**config.mk**
```make
export PLATFORM = sky130hd
export DESIGN_NAME = bscan_chain
export DESIGN_NICKNAME = d
export VERILOG_FILES = /design/src/rtl/bsc_pkg.sv /design/src/rtl/bsc_capture_stage.sv /design/src/rtl/bsc_update_latch.sv /design/src/rtl/bsc_out_mux.sv /design/src/rtl/bscan_chain.sv
export SDC_FILE = /design/constraint.sdc
export NUM_CORES = 1
export LEC_CHECK = 0
export ABC_AREA = 1
export ABC_CLOCK_PERIOD_IN_PS = 950
export BUFFER_PORTS_ARGS = -buffer_cell sky130_fd_sc_hd__buf_2
export CORE_ASPECT_RATIO = 0.7
export CORE_MARGIN = 2
export CORE_UTILIZATION = 25
export DETAILED_ROUTE_END_ITERATION = 10
export PLACE_DENSITY = 0.52
export SYNTH_ARGS = -nofsm -noshare
export SYNTH_HDL_FRONTEND = slang
export SYNTH_HIERARCHICAL = 1
export SYNTH_SLANG_ARGS = --single-unit
```
**constraint.sdc**
```tcl
create_clock -name tck -period 0.95 [get_ports tck]
set_input_delay 0.095 -clock tck [delete_from_list [all_inputs] [get_ports tck]]
set_output_delay 0.095 -clock tck [all_outputs]
set_load 0.05 [all_outputs]
```
**src/rtl/bsc_pkg.sv**
```systemverilog
package bsc_pkg;

  typedef enum logic [1:0] {
    OP_HOLD    = 2'd0,
    OP_SHIFT   = 2'd1,
    OP_CAPTURE = 2'd2
  } stage_op_e;

  // Capture outranks shift when both strobes are raised.
  function automatic stage_op_e pick_op(input logic cap, input logic sh);
    if (cap)     return OP_CAPTURE;
    else if (sh) return OP_SHIFT;
    else         return OP_HOLD;
  endfunction

  function automatic logic next_stage(input stage_op_e op, input logic ser,
                                      input logic par, input logic cur);
    case (op)
      OP_CAPTURE: return par;
      OP_SHIFT:   return ser;
      default:    return cur;
    endcase
  endfunction

  function automatic logic drive_sel(input logic tst, input logic thru,
                                     input logic held);
    return tst ? held : thru;
  endfunction

endpackage

```
**src/rtl/bsc_capture_stage.sv**
```systemverilog
module bsc_capture_stage
  import bsc_pkg::*;
(
  input  logic      clk,
  input  logic      rst_n,
  input  stage_op_e op,
  input  logic      ser_in,
  input  logic      par_in,
  output logic      q
);
  always_ff @(posedge clk or negedge rst_n) begin
    if (!rst_n) q <= 1'b0;
    else        q <= next_stage(op, ser_in, par_in, q);
  end
endmodule

```
**src/rtl/bsc_update_latch.sv**
```systemverilog
module bsc_update_latch (
  input  logic clk,
  input  logic rst_n,
  input  logic load,
  input  logic d,
  output logic q
);
  always_ff @(negedge clk or negedge rst_n) begin
    if (!rst_n)    q <= 1'b0;
    else if (load) q <= d;
  end
endmodule

```
**src/rtl/bsc_out_mux.sv**
```systemverilog
module bsc_out_mux
  import bsc_pkg::*;
(
  input  logic test_mode,
  input  logic thru,
  input  logic held,
  output logic y
);
  always_comb y = drive_sel(test_mode, thru, held);
endmodule

```
**src/rtl/bscan_chain.sv**
```systemverilog
module bscan_chain
  import bsc_pkg::*;
#(
  parameter int N = 8
) (
  input  logic         tck,
  input  logic         rst_n,
  input  logic         capture_en,
  input  logic         shift_en,
  input  logic         update_en,
  input  logic         test_mode,
  input  logic         serial_in,
  output logic         serial_out,
  input  logic [N-1:0] par_in,
  output logic [N-1:0] par_out
);
  localparam int LAST = N - 1;

  // Named events for the checker.
  stage_op_e   stage_op;
  logic        cap_fire;
  logic        shift_fire;
  logic        upd_fire;
  logic [N-1:0] ser_feed;
  logic [N-1:0] stage_vec;
  logic [N-1:0] upd_vec;

  always_comb begin
    stage_op   = pick_op(capture_en, shift_en);
    cap_fire   = (stage_op == OP_CAPTURE);
    shift_fire = (stage_op == OP_SHIFT);
    upd_fire   = update_en;
  end

  generate
    for (genvar i = 0; i < N; i++) begin : g_cell
      if (i == 0) begin : g_head
        assign ser_feed[i] = serial_in;
      end else begin : g_body
        assign ser_feed[i] = stage_vec[i-1];
      end

      bsc_capture_stage u_stage (
        .clk    (tck),
        .rst_n  (rst_n),
        .op     (stage_op),
        .ser_in (ser_feed[i]),
        .par_in (par_in[i]),
        .q      (stage_vec[i])
      );

      bsc_update_latch u_latch (
        .clk   (tck),
        .rst_n (rst_n),
        .load  (upd_fire),
        .d     (stage_vec[i]),
        .q     (upd_vec[i])
      );

      bsc_out_mux u_mux (
        .test_mode (test_mode),
        .thru      (par_in[i]),
        .held      (upd_vec[i]),
        .y         (par_out[i])
      );
    end
  endgenerate

  assign serial_out = stage_vec[LAST];

endmodule

```
; After elaboration in Yosys (flattened, before gate mapping)
; Index checks and enable logic that the tools add are counted.
[totals]
register_bits = 16
inputBits = 15
out_inout_bits = 9
wordCells = 37
[op_classes]
muxes = 18
eq_ne = 2
n_reduce_logical = 1
[ops]
columns = op, n
row1 = 1-bit one-hot mux with 2 select lines, 8
row2 = 1-bit two-way mux, 9
row3 = 2-bit by 1-bit == test with 1-bit output (second input constant), 1
row4 = 2-bit == test (second input constant), 1
row5 = 2-bit two-way mux, 1
row6 = 2-bit nonzero test, 1

; Longest topological paths before layout
[logic_depth]
word_depth = 4
ltp_mapped = 7
mapped_depth_nobuf = 7

; By module
; The synthesis kept the hierarchy.
[modules_own_cells]
columns = mod, cells_each, n_inst, area_each_um2
row1 = bsc_capture_stage, 12, 8, 76.3
row2 = bsc_update_latch, 5, 8, 40.0
row3 = bsc_out_mux, 4, 8, 15.0
row4 = bscan_chain, 2, 1, 10.0

==> impl_metrics.tcl <==
set metrics [dict create \
    initial_core_util 0.2657 \
    ys_seq_area_frac 0.3774 \
    fin_ws_ns -0.5689 \
    p_switching_mw 0.7759 \
    wirelength_um 2225 \
    ys_seq_elements 16 \
    min_path_type "in -> reg" \
    ys_warn_count 6 \
    syn_area_per_cell_um2 6.241 \
    pwr_density_cell_nw_per_um2 1426 \
    drv_slew 0 \
    fillers 441 \
    fin_total_pwr_mw 2.292 \
    htreeDepth 1 \
    gp_congestion 0.7028 \
    antenna_cells 0 \
    min_from "par_in[6]" \
    cts_sinks 16 \
    portBuffers 23 \
    r2r_start "g_cell[5].u_stage/q" \
    hpwlAfterDp_um 1674 \
    holdWs_ns 0.1521 \
    grt_setup_unrepaired "true" \
    switching_share 0.3385 \
    cts_inserted_buffers 3 \
    cts_tree "built" \
    cts.clk_slew.worst_paths_ns 0.06 \
    drive_above_1_share 0.2864 \
    syn-num-nets 193 \
    antenna_found_initial 0 \
    ir_drop_mv 0.5238 \
    vias 978 \
    mostFrequentLayoutCells "64 x nand2_1, 55 x inv_1, 13 x buf_2, 12 x buf_4, 9 x buf_8" \
    grtUsageMet1 0.1454 \
    endpoint_kind "output pin" \
    seq_power_share 0.378 \
    outcome "finished with violations" \
    rr_endpoint "g_cell[5].u_latch/q" \
    skew_ns 0.01817 \
    gr-usage-met2 0.1823 \
    gr-total-overflow 0 \
    r2r_cells 2 \
    worstPathArrival_ns 1.42 \
    power.internal_mw 1.516 \
    first_pass_iters 3 \
    r2r_slack_ns -0.17 \
    start_kind "register" \
    drtAntennaViolNets 0 \
    hold_viol 0 \
    die-area_um2 4790 \
    synth_cell_types 7 \
    setup_viol 17 \
    slew_headroom 0.7999 \
    layout_commonest_cell "nand2_1" \
    ios 24 \
    die_x_um 81.87 \
    met3_usage 0.03221 \
    path_class "reg -> out" \
    routedWlPerCell_um 8.396 \
    cp.required_ns 0.85 \
    grt_max_degree 17 \
    comb_power_share 0.397 \
    tns_ns -5.687 \
    violations "negative setup slack" \
    preCtsSetupSlack_ns -0.3984 \
    busiest_layer "met2" \
    path_max_fanout 2 \
    finalNetCount 237 \
    p_leak_nw 1.016 \
    grtUsageTotal 0.1115 \
    grt_pass1_wl_um 4091 \
    hold_depth 5 \
    syn2layout_area_growth_pct 51.53 \
    clk_latency_ns 0.26 \
    worstMarginPinSlew_ns 0.3002 \
    drt-initial-drc-count 36 \
    clockBufferDepth 2 \
    min_to "g_cell[6].u_stage/q" \
    fp.dieH_um 58.51 \
    core_area_um2 3994 \
    synthCells 170 \
    root_buffer "clkbuf_8" \
    drc 0 \
    synth_area_um2 1061 \
    clock_power_share 0.225 \
    rows 19 \
    drv_cap 0 \
    avgViaCountPerCell 3.691 \
    grt_pass1_vias 969 \
]
[worst max path at each step]
stage                                    from             endpoint  slack [ns]  depth (start not counted)
after floorplan           g_cell[7].u_stage/q  g_cell[7].u_latch/q       -0.31                          2
after global placement    g_cell[7].u_latch/q           par_out[7]       -0.39                          3
after detailed placement  g_cell[4].u_latch/q           par_out[4]       -0.40                          3
after CTS                 g_cell[4].u_latch/q           par_out[4]       -0.58                          3
after global routing      g_cell[4].u_latch/q           par_out[4]       -0.61                          3
final                     g_cell[4].u_latch/q           par_out[4]       -0.57                          3
[state kept, by name, summed over array words and instances, names as in the netlist]
register	count
g_cell.u_latch/q	8
g_cell.u_stage/q	8
[per-layer routing]
layer / share of wire / wire length [um]
met5: 0 / 0
met4: 0.013 / 29
met3: 0.036 / 81
met2: 0.44 / 976
met1: 0.51 / 1139
[power groups by stage]
stage | Clock [mW] | Combinational, mW | Sequential (mW)
after floorplan | 0 | 0.447 | 0.901
after global placement | 0 | 0.741 | 0.871
after detailed placement | 0 | 0.742 | 0.876
after CTS | 0.548 | 0.921 | 0.864
after global routing | 0.568 | 1.01 | 0.878
final | 0.516 | 0.909 | 0.867
[critical path, cell delays in order, from the launching register on]
cell,delay [ns]
dfrtn_1,0.42
nand2_2,0.07
nand2_4,0.06
buf_8,0.14
[Yosys cell counts]
| cell | number | area, um^2 |
|---|---|---|
| nand2_1 | 80 | 300.3 |
| inv_1 | 57 | 214.0 |
| dfrtn_1 | 8 | 200.2 |
| dfrtp_1 | 8 | 200.2 |
| ha_1 | 8 | 100.1 |
| nand3_1 | 8 | 40.04 |
| nor2_2 | 1 | 6.260 |
[cells by family after synthesis]
logic type	Yosys count	share of synthesized area
simple gates	89	0.3267
buf+inv	57	0.2017
flops	16	0.3774
fa+ha+maj	8	0.09434
[metrics by stage]
| step | utilization | cells | area, um^2 |
|---|---|---|---|
| after CTS | 0.4016 | 266 | 1604 |
| after floorplan | - | 170 | 1140 |
| after global placement | 0.3543 | 256 | 1415 |
| after detailed placement | 0.3543 | 256 | 1415 |
| final | 0.4026 | 265 | 1608 |
| after global routing | 0.4026 | 265 | 1608 |
[timing repair]
action | 4_1_cts | 5_1_grt
pin swaps | 8 | 5
endpoints found under the setup margin | 17 | 33
endpoints found under the hold margin | 4 | 0
hold buffers | 1 | 0
gates resized for setup | 30 | 4
buffers inserted | 5 | 1
[area by class of cell]
class                   count  area, um^2  share of cell area
inverters                  57       214.0              0.1331
flip-flops and latches     16       401.6              0.2498
clock buffers               4       45.04             0.02802
multi-input cells          97       531.8              0.3307
repair buffers             39       350.3              0.2179
well taps                  52       65.06             0.04047
Power figures use the tool's default switching activity.
